`src/rtl/sdma_pkg.sv`:
```
package sdma_pkg;

    typedef enum logic [3:0] {
        ST_IDLE,
        ST_D0_REQ,
        ST_D0_WAIT,
        ST_D1_REQ,
        ST_D1_WAIT,
        ST_BUF_RD,
        ST_BUF_WAIT,
        ST_TX_EMIT,
        ST_RX_FILL,
        ST_BUF_WR,
        ST_STAT_WB,
        ST_FINISH,
        ST_NOT_OWNED
    } sdma_state_e;

    localparam int unsigned OWNER_BIT    = 31;
    localparam int unsigned EVT_TX_DONE  = 6;
    localparam int unsigned EVT_RX_DONE  = 7;
    localparam int unsigned EVT_NO_DESC  = 8;
    localparam logic [7:0]  OFS_DESC_BASE = 8'h18;

endpackage

```
`src/rtl/sdma_beat_buf.sv`:
```
module sdma_beat_buf #(
    parameter int unsigned BYTES = 8
) (
    input  logic                 clk,
    input  logic                 rst_n,
    input  logic                 load_i,
    input  logic [BYTES*8-1:0]   load_data_i,
    input  logic                 restart_i,
    input  logic                 put_i,
    input  logic [7:0]           put_byte_i,
    input  logic                 take_i,
    output logic [BYTES*8-1:0]   beat_o,
    output logic [BYTES-1:0]     strb_o,
    output logic [7:0]           byte_o,
    output logic                 lane_last_o
);
    localparam int unsigned LW = (BYTES > 1) ? $clog2(BYTES) : 1;

    logic [LW-1:0] idx_q;
    logic [7:0]    lane_q [BYTES];
    logic          fill_q [BYTES];

    always_ff @(posedge clk or negedge rst_n) begin
        if (!rst_n) begin
            idx_q <= '0;
        end else if (load_i || restart_i) begin
            idx_q <= '0;
        end else if (put_i || take_i) begin
            idx_q <= idx_q + LW'(1);
        end
    end

    for (genvar g = 0; g < BYTES; g++) begin : g_lane
        logic hit;
        assign hit = (idx_q == LW'(g));

        always_ff @(posedge clk or negedge rst_n) begin
            if (!rst_n) begin
                lane_q[g] <= '0;
                fill_q[g] <= 1'b0;
            end else if (load_i) begin
                lane_q[g] <= load_data_i[g*8 +: 8];
                fill_q[g] <= 1'b0;
            end else if (restart_i) begin
                fill_q[g] <= 1'b0;
            end else if (put_i && hit) begin
                lane_q[g] <= put_byte_i;
                fill_q[g] <= 1'b1;
            end
        end

        assign beat_o[g*8 +: 8] = lane_q[g];
        assign strb_o[g]        = fill_q[g];
    end

    assign byte_o      = lane_q[idx_q];
    assign lane_last_o = (idx_q == LW'(BYTES - 1));


    put_take_excl_chk: assert property (@(posedge clk) disable iff (!rst_n)
        !(put_i && take_i));


    strb_prefix_chk: assert property (@(posedge clk) disable iff (!rst_n)
        put_i && !restart_i && !load_i |=> strb_o[idx_q - LW'(1)]);

endmodule

```
`src/rtl/sdma_sts_reg.sv`:
```
module sdma_sts_reg #(
    parameter int unsigned W = 16
) (
    input  logic         clk,
    input  logic         rst_n,
    input  logic [W-1:0] set_i,
    input  logic [W-1:0] clr_i,
    output logic [W-1:0] q_o
);
    logic [W-1:0] q_r;

    always_ff @(posedge clk or negedge rst_n) begin
        if (!rst_n) q_r <= '0;
        else        q_r <= (q_r & ~clr_i) | set_i;
    end

    assign q_o = q_r;


    set_wins_chk: assert property (@(posedge clk) disable iff (!rst_n)
        (|set_i) |=> ((q_r & $past(set_i)) == $past(set_i)));


    one_event_chk: assert property (@(posedge clk) disable iff (!rst_n)
        $onehot0(set_i));

endmodule

```
`src/rtl/sdma_engine.sv`:
```
module sdma_engine
    import sdma_pkg::*;
#(
    parameter int unsigned ADDR_W    = 32,
    parameter int unsigned BUS_BYTES = 8,
    parameter int unsigned LEN_W     = 12,
    parameter int unsigned STS_W     = 16,
    parameter int unsigned CFG_AW    = 8
) (
    input  logic                   clk,
    input  logic                   rst_n,
    input  logic                   cfg_we,
    input  logic [CFG_AW-1:0]      cfg_addr,
    input  logic [31:0]            cfg_wdata,
    input  logic                   start_i,
    input  logic                   start_dir,
    input  logic [LEN_W-1:0]       start_len_m1,
    output logic                   busy,
    output logic [STS_W-1:0]       sts_o,
    input  logic [STS_W-1:0]       sts_clr,
    output logic                   mem_req,
    output logic                   mem_we,
    output logic [ADDR_W-1:0]      mem_addr,
    output logic [BUS_BYTES*8-1:0] mem_wdata,
    output logic [BUS_BYTES-1:0]   mem_be,
    input  logic                   mem_gnt,
    input  logic                   mem_rvalid,
    input  logic [BUS_BYTES*8-1:0] mem_rdata,
    output logic                   tx_valid,
    output logic [7:0]             tx_data,
    input  logic                   tx_ready,
    input  logic                   rx_valid,
    input  logic [7:0]             rx_data,
    output logic                   rx_ready
);
    localparam int unsigned BUS_W = BUS_BYTES * 8;
    localparam int unsigned CNT_W = LEN_W + 1;
    localparam logic [ADDR_W-1:0] STEP = ADDR_W'(BUS_BYTES);
    localparam logic [BUS_BYTES-1:0] WB_BE = BUS_BYTES'(4'hF);

    sdma_state_e state_q, state_d;

    logic [ADDR_W-1:0] base_q;
    logic [ADDR_W-1:0] addr_q;
    logic [CNT_W-1:0]  rem_q;
    logic [31:0]       dstat_q;
    logic              dir_q;

    logic             buf_load, buf_restart, buf_put, buf_take, lane_last;
    logic [BUS_W-1:0] buf_beat;
    logic [BUS_BYTES-1:0] buf_strb;
    logic [7:0]       buf_byte;
    logic [STS_W-1:0] evt_set;
    logic             tx_fire, rx_fire, last_byte;

    logic unused_rdata_hi;
    assign unused_rdata_hi = ^mem_rdata[BUS_W-1:32];

    assign tx_fire   = tx_valid && tx_ready;
    assign rx_fire   = rx_valid && rx_ready;
    assign last_byte = (rem_q == CNT_W'(1));

    sdma_beat_buf #(.BYTES(BUS_BYTES)) beat_i (
        .clk         (clk),
        .rst_n       (rst_n),
        .load_i      (buf_load),
        .load_data_i (mem_rdata),
        .restart_i   (buf_restart),
        .put_i       (buf_put),
        .put_byte_i  (rx_data),
        .take_i      (buf_take),
        .beat_o      (buf_beat),
        .strb_o      (buf_strb),
        .byte_o      (buf_byte),
        .lane_last_o (lane_last)
    );

    sdma_sts_reg #(.W(STS_W)) sts_i (
        .clk   (clk),
        .rst_n (rst_n),
        .set_i (evt_set),
        .clr_i (sts_clr),
        .q_o   (sts_o)
    );

    // state register
    always_ff @(posedge clk or negedge rst_n) begin
        if (!rst_n) state_q <= ST_IDLE;
        else        state_q <= state_d;
    end

    // transitions
    always_comb begin
        state_d = state_q;
        unique case (state_q)
            ST_IDLE:      if (start_i) state_d = ST_D0_REQ;
            ST_D0_REQ:    if (mem_gnt) state_d = ST_D0_WAIT;
            ST_D0_WAIT:   if (mem_rvalid)
                              state_d = mem_rdata[OWNER_BIT] ? ST_D1_REQ : ST_NOT_OWNED;
            ST_D1_REQ:    if (mem_gnt) state_d = ST_D1_WAIT;
            ST_D1_WAIT:   if (mem_rvalid) state_d = dir_q ? ST_RX_FILL : ST_BUF_RD;
            ST_BUF_RD:    if (mem_gnt) state_d = ST_BUF_WAIT;
            ST_BUF_WAIT:  if (mem_rvalid) state_d = ST_TX_EMIT;
            ST_TX_EMIT:   if (tx_fire) begin
                              if (last_byte)      state_d = ST_STAT_WB;
                              else if (lane_last) state_d = ST_BUF_RD;
                          end
            ST_RX_FILL:   if (rx_fire && (last_byte || lane_last)) state_d = ST_BUF_WR;
            ST_BUF_WR:    if (mem_gnt)
                              state_d = (rem_q == '0) ? ST_STAT_WB : ST_RX_FILL;
            ST_STAT_WB:   if (mem_gnt) state_d = ST_FINISH;
            ST_FINISH:    state_d = ST_IDLE;
            ST_NOT_OWNED: state_d = ST_IDLE;
            default:      state_d = ST_IDLE;
        endcase
    end

    // outputs
    always_comb begin
        mem_req     = 1'b0;
        mem_we      = 1'b0;
        mem_addr    = addr_q;
        mem_wdata   = buf_beat;
        mem_be      = '0;
        tx_valid    = 1'b0;
        rx_ready    = 1'b0;
        buf_load    = 1'b0;
        buf_restart = 1'b0;
        evt_set     = '0;
        unique case (state_q)
            ST_D0_REQ:   begin mem_req = 1'b1; mem_addr = base_q; end
            ST_D1_REQ:   begin mem_req = 1'b1; mem_addr = base_q + STEP; end
            ST_D1_WAIT:  buf_restart = mem_rvalid;
            ST_BUF_RD:   mem_req = 1'b1;
            ST_BUF_WAIT: buf_load = mem_rvalid;
            ST_TX_EMIT:  tx_valid = 1'b1;
            ST_RX_FILL:  rx_ready = 1'b1;
            ST_BUF_WR:   begin
                             mem_req     = 1'b1;
                             mem_we      = 1'b1;
                             mem_be      = buf_strb;
                             buf_restart = mem_gnt;
                         end
            ST_STAT_WB:  begin
                             mem_req   = 1'b1;
                             mem_we    = 1'b1;
                             mem_addr  = base_q;
                             mem_be    = WB_BE;
                             mem_wdata = BUS_W'(dstat_q & ~(32'h1 << OWNER_BIT));
                         end
            ST_FINISH:   evt_set[dir_q ? EVT_RX_DONE : EVT_TX_DONE] = 1'b1;
            ST_NOT_OWNED: evt_set[EVT_NO_DESC] = 1'b1;
            default:     ;
        endcase
    end

    assign buf_put  = rx_fire;
    assign buf_take = tx_fire;
    assign tx_data  = buf_byte;
    assign busy     = (state_q != ST_IDLE);

    // datapath
    always_ff @(posedge clk or negedge rst_n) begin
        if (!rst_n) begin
            base_q  <= '0;
            addr_q  <= '0;
            rem_q   <= '0;
            dstat_q <= '0;
            dir_q   <= 1'b0;
        end else begin
            if (cfg_we && cfg_addr == CFG_AW'(OFS_DESC_BASE))
                base_q <= ADDR_W'(cfg_wdata);
            if (state_q == ST_IDLE && start_i) begin
                dir_q <= start_dir;
                rem_q <= CNT_W'(start_len_m1) + CNT_W'(1);
            end
            if (state_q == ST_D0_WAIT && mem_rvalid)
                dstat_q <= mem_rdata[31:0];
            if (state_q == ST_D1_WAIT && mem_rvalid)
                addr_q <= ADDR_W'(mem_rdata[31:0]);
            if (tx_fire || rx_fire)
                rem_q <= rem_q - CNT_W'(1);
            if ((tx_fire && lane_last) || (state_q == ST_BUF_WR && mem_gnt))
                addr_q <= addr_q + STEP;
        end
    end


    mem_hold_chk: assert property (@(posedge clk) disable iff (!rst_n)
        mem_req && !mem_gnt |=> mem_req && $stable(mem_addr) && $stable(mem_we));


    tx_hold_chk: assert property (@(posedge clk) disable iff (!rst_n)
        tx_valid && !tx_ready |=> tx_valid && $stable(tx_data));


    full_beat_chk: assert property (@(posedge clk) disable iff (!rst_n)
        mem_req && mem_we && state_q == ST_BUF_WR && rem_q != '0 |-> (&mem_be));


    busy_ignore_chk: assert property (@(posedge clk) disable iff (!rst_n)
        busy && start_i |=> $stable(dir_q));

endmodule

```
`config.mk`:
```
export PLATFORM = sky130hd
export DESIGN_NAME = sdma_engine
export DESIGN_NICKNAME = d
export VERILOG_FILES = /design/src/rtl/sdma_pkg.sv /design/src/rtl/sdma_beat_buf.sv /design/src/rtl/sdma_sts_reg.sv /design/src/rtl/sdma_engine.sv
export SDC_FILE = /design/constraint.sdc
export NUM_CORES = 1
export LEC_CHECK = 0
export ABC_CLOCK_PERIOD_IN_PS = 7000
export BUFFER_PORTS_ARGS = -buffer_cell sky130_fd_sc_hd__clkbuf_2
export CORE_ASPECT_RATIO = 1.2
export CORE_MARGIN = 2
export CORE_UTILIZATION = 35
export CTS_CLUSTER_DIAMETER = 30
export CTS_CLUSTER_SIZE = 12
export DETAILED_ROUTE_END_ITERATION = 16
export PLACE_DENSITY_LB_ADDON = 0.3
export SYNTH_ARGS = -nofsm -noshare
export SYNTH_HDL_FRONTEND = slang
export SYNTH_SLANG_ARGS = --single-unit
```
`constraint.sdc`:
```
create_clock -name clk -period 7 [get_ports clk]
set_clock_uncertainty 0.05 [all_clocks]
set_input_delay 2.1 -clock clk [delete_from_list [all_inputs] [get_ports clk]]
set_output_delay 2.1 -clock clk [all_outputs]
set_load 0.02 [all_outputs]
```
==> out/results.tsv <==
stage	metric	value	unit
outcome	outcome	finished clean	
sta	max_freq	184	MHz
die	dieArea	0.0357	sq mm
power	powerDensity	445	mW/mm^2
sta	tns	0	ps
hold_path	hold_class	reg -> reg	
yosys	avgSynthCellArea	9.73	sq um
cells_and_area	drive_above_1_share	34.5	%
job	cap_viol_max_count	0	
setup_path	crit_path_start_kind	flip-flop	
setup_path	cp_max_fo	18	
clocking	path_clk_slew	50	ps
setup_path	worstSetupPathType	reg -> out	
detailed_routing	via_per_inst	5.41	
sta	timing_hold_violations_final	0	
place	place_inst	1891	
setup_path	required	4850	ps
sta	min_period_over_period	77.6	%
die	fp.dieW	173	microns
detailed_routing	drc	0	
place	gp_congestion	0.880	
detailed_routing	wl_per_cell	19.8	microns
detailed_routing	wl	39400	microns
yosys	synth_most_common_cell	dfrtp_1	
clocking	cts_tree	built	
yosys	synth_flop_cell	dfrtp_1	
clocking	cts_resized	0	
yosys	ys_seq_elements	204	
die	fp.coreArea	0.0339	sq mm
sta	fin_crit	5430	ps
clocking	cts_buffer_depth	3	
setup_path	crit_chain	nor2_1, and3_1, nand3_1, o311ai_0, clkbuf_2	
detailed_routing	drt_first_pass_iters	5	
global_route	antenna_found_initial	3	
detailed_routing	ant_nets	0	
die	ios	282	
detailed_routing	num_vias	10700	
sta	setup_viol_count_final	0	
setup_path	ff2ff_setup_slack	3780	ps
yosys	synth_common_cells	dfrtp_1 (204), nand2_1 (177), o21ai_0 (103), mux2_2 (100), mux2i_1 (67)	
yosys	netlist_instances	1229	
clocking	cts_setup_buffers	0	
place	dp_hpwl	28700	microns
clocking	root_buffer	clkbuf_16	
place	placed_cell_area	0.0137	sq mm
global_route	grt_pass1_vias	10500	
yosys	syn_nets	1390	
cells_and_area	design_area	0.0155	sq mm
setup_path	rr_endpoint	addr_q[25]	
sta	relSlewSlack	34.8	%
die	start_util	35.3	%
yosys	synth_area_leader_cell	dfrtp_1	
global_route	grt_max_degree	101	
yosys	ys_types	76	
sta	tightest_slew	979	ps
clocking	cts_sinks	204	
setup_path	critPathMaxStageDelay	740	ps
cells_and_area	fin_cells	1988	
power	ir_drop	0.000216	V
setup_path	reg2reg_depth	6	
place	io_buffer_count	281	
sta	final_max_slew_viol_count	0	
global_route	grtUsageTotal	21.8	%
setup_path	slowest_stage	and3_1	
yosys	async_flop_share	100	%
setup_path	end_kind	output port	
setup_path	arrival	3280	ps
cells_and_area	syn_to_final_growth	29.5	%
cells_and_area	fin_nets	1649	
die	die_h	207	microns
sta	rsz0062_at_grt	no	
hold_path	hold_depth	2	
setup_path	worstReg2RegStart	beat_i.idx_q[1]	
yosys	seq_area_frac_synth	42.7	%
detailed_routing	drt_iter0_markers	867	
power	p_leak	7.55	nW
yosys	synth_top_area_share	42.7	%
yosys	ys_warn_count	0	
yosys	synth.area.top_cells	dfrtp_1 (43%), mux2_2 (9.4%), mux2i_1 (5.6%)	
clocking	cts_inserted_buffers	51	
clocking	ctsHoldBuffers	0	
clocking	insertion_delay	550	ps
global_route	grt_first_pass_wirelength	61300	microns
global_route	overflow	0	
hold_path	hp-start	addr_q[1]	
yosys	synth_edf_count	0	
hold_path	min_to	addr_q[1]	
yosys	synth_area	0.0120	sq mm
clocking	cts_max_level	2	
die	num_rows	74	
metal layers:
layer,GRT usage [%],up-vias,share of wire (%)
met1,27.6,5208,43
li1,-,5036,-
met4,9.14,0,3.4
met5,0,-,0
met3,4.89,84,6.5
met2,36.2,418,47
cell families (layout without fill, tap and decap cells):
group	after synthesis	count (layout)	share of synthesized area, %
AO/OA/AOI/OAI	258	258	13.9
XOR/XNOR	15	15	1.10
adder cells (fa/ha/maj)	12	12	1.26
buffers and inverters	116	416	4.10
flip-flops	204	204	42.7
multiplexers	183	183	18.0
other	0	3	0
AND/OR/NAND/NOR	441	441	18.9
layout by cell type (no fill, tap or decap), drive strengths merged, types with 7 or more instances in the layout:
cell | netlist | layout
bufinv | 0 | 7
dfrtp | 204 | 204
mux2i | 67 | 67
clkinv | 1 | 13
ha | 12 | 12
mux2 | 100 | 100
a31oi | 12 | 12
nor3 | 13 | 13
nand2 | 181 | 181
xor2 | 9 | 9
nand4 | 28 | 28
nand3 | 56 | 56
o311ai | 17 | 17
o21ai | 108 | 108
clkbuf | 51 | 352
inv | 26 | 26
buf | 38 | 14
o211ai | 22 | 22
or4 | 7 | 7
and3 | 18 | 18
nor4 | 8 | 8
nor2b | 49 | 49
nor2 | 45 | 45
mux4 | 16 | 16
a22oi | 14 | 14
a21oi | 35 | 35
flip-flops by register name (all words and copies together) (netlist names):
name / flops
state_q: 4
beat_i.beat_o: 64
beat_i.strb_o: 8
rem_q: 13
sts_i.q_o: 16
addr_q: 32
base_q: 32
dir_q: 1
dstat_q: 31
beat_i.idx_q: 3
per-stage QoR:
| stage | hold slack, ps | total power, mW | worst slack [ps] | utilization, % |
|---|---|---|---|---|
| detailed placement | 423 | 4.45 | 2110 | 40.3 |
| CTS | 430 | 6.94 | 1530 | 45.7 |
| global route | 453 | 7.29 | 1260 | 45.7 |
| global placement | 412 | 4.41 | 2160 | 40.3 |
| finish | 432 | 6.89 | 1570 | 45.7 |
| floorplan | 390 | 3.57 | 2840 | - |
layout make-up:
| type | count | area [sq um] |
|---|---|---|
| Multi-Input combinational cell | 909 | 6370 |
| Sequential cell | 204 | 5100 |
| Inverter | 27 | 104 |
| Antenna cell | 3 | 7.51 |
| Clock buffer | 71 | 1500 |
| Clock inverter | 23 | 308 |
| Timing Repair Buffer | 295 | 1520 |
| Fill cell | 3279 | 18400 |
| Tap cell | 456 | 571 |
worst max-delay path by stage:
stage | start | endpoint | cells after the start | slack [ps]
global route | state_q[3] | mem_addr[16] | 5 | 1260
detailed placement | state_q[2] | mem_addr[16] | 5 | 2110
global placement | state_q[2] | mem_addr[16] | 5 | 2160
finish | state_q[3] | mem_addr[16] | 5 | 1570
CTS | state_q[3] | mem_addr[16] | 5 | 1530
floorplan | state_q[3] | mem_addr[17] | 5 | 2840
where the power goes:
group / total, mW / switching, mW / internal, mW
registers: 2.02 / 0.462 / 1.56
logic: 2.41 / 1.43 / 0.984
clock network: 2.45 / 0.719 / 1.74
critical path: cells and delay by family, from the launching register on:
| family | cells | cell delay, ps |
|---|---|---|
| flip-flops | 1 | 560 |
| AO/OA/AOI/OAI | 1 | 490 |
| AND/OR/NAND/NOR | 3 | 1430 |
| buffers and inverters | 1 | 260 |
No activity file was read; power rests on OpenSTA's default activity.
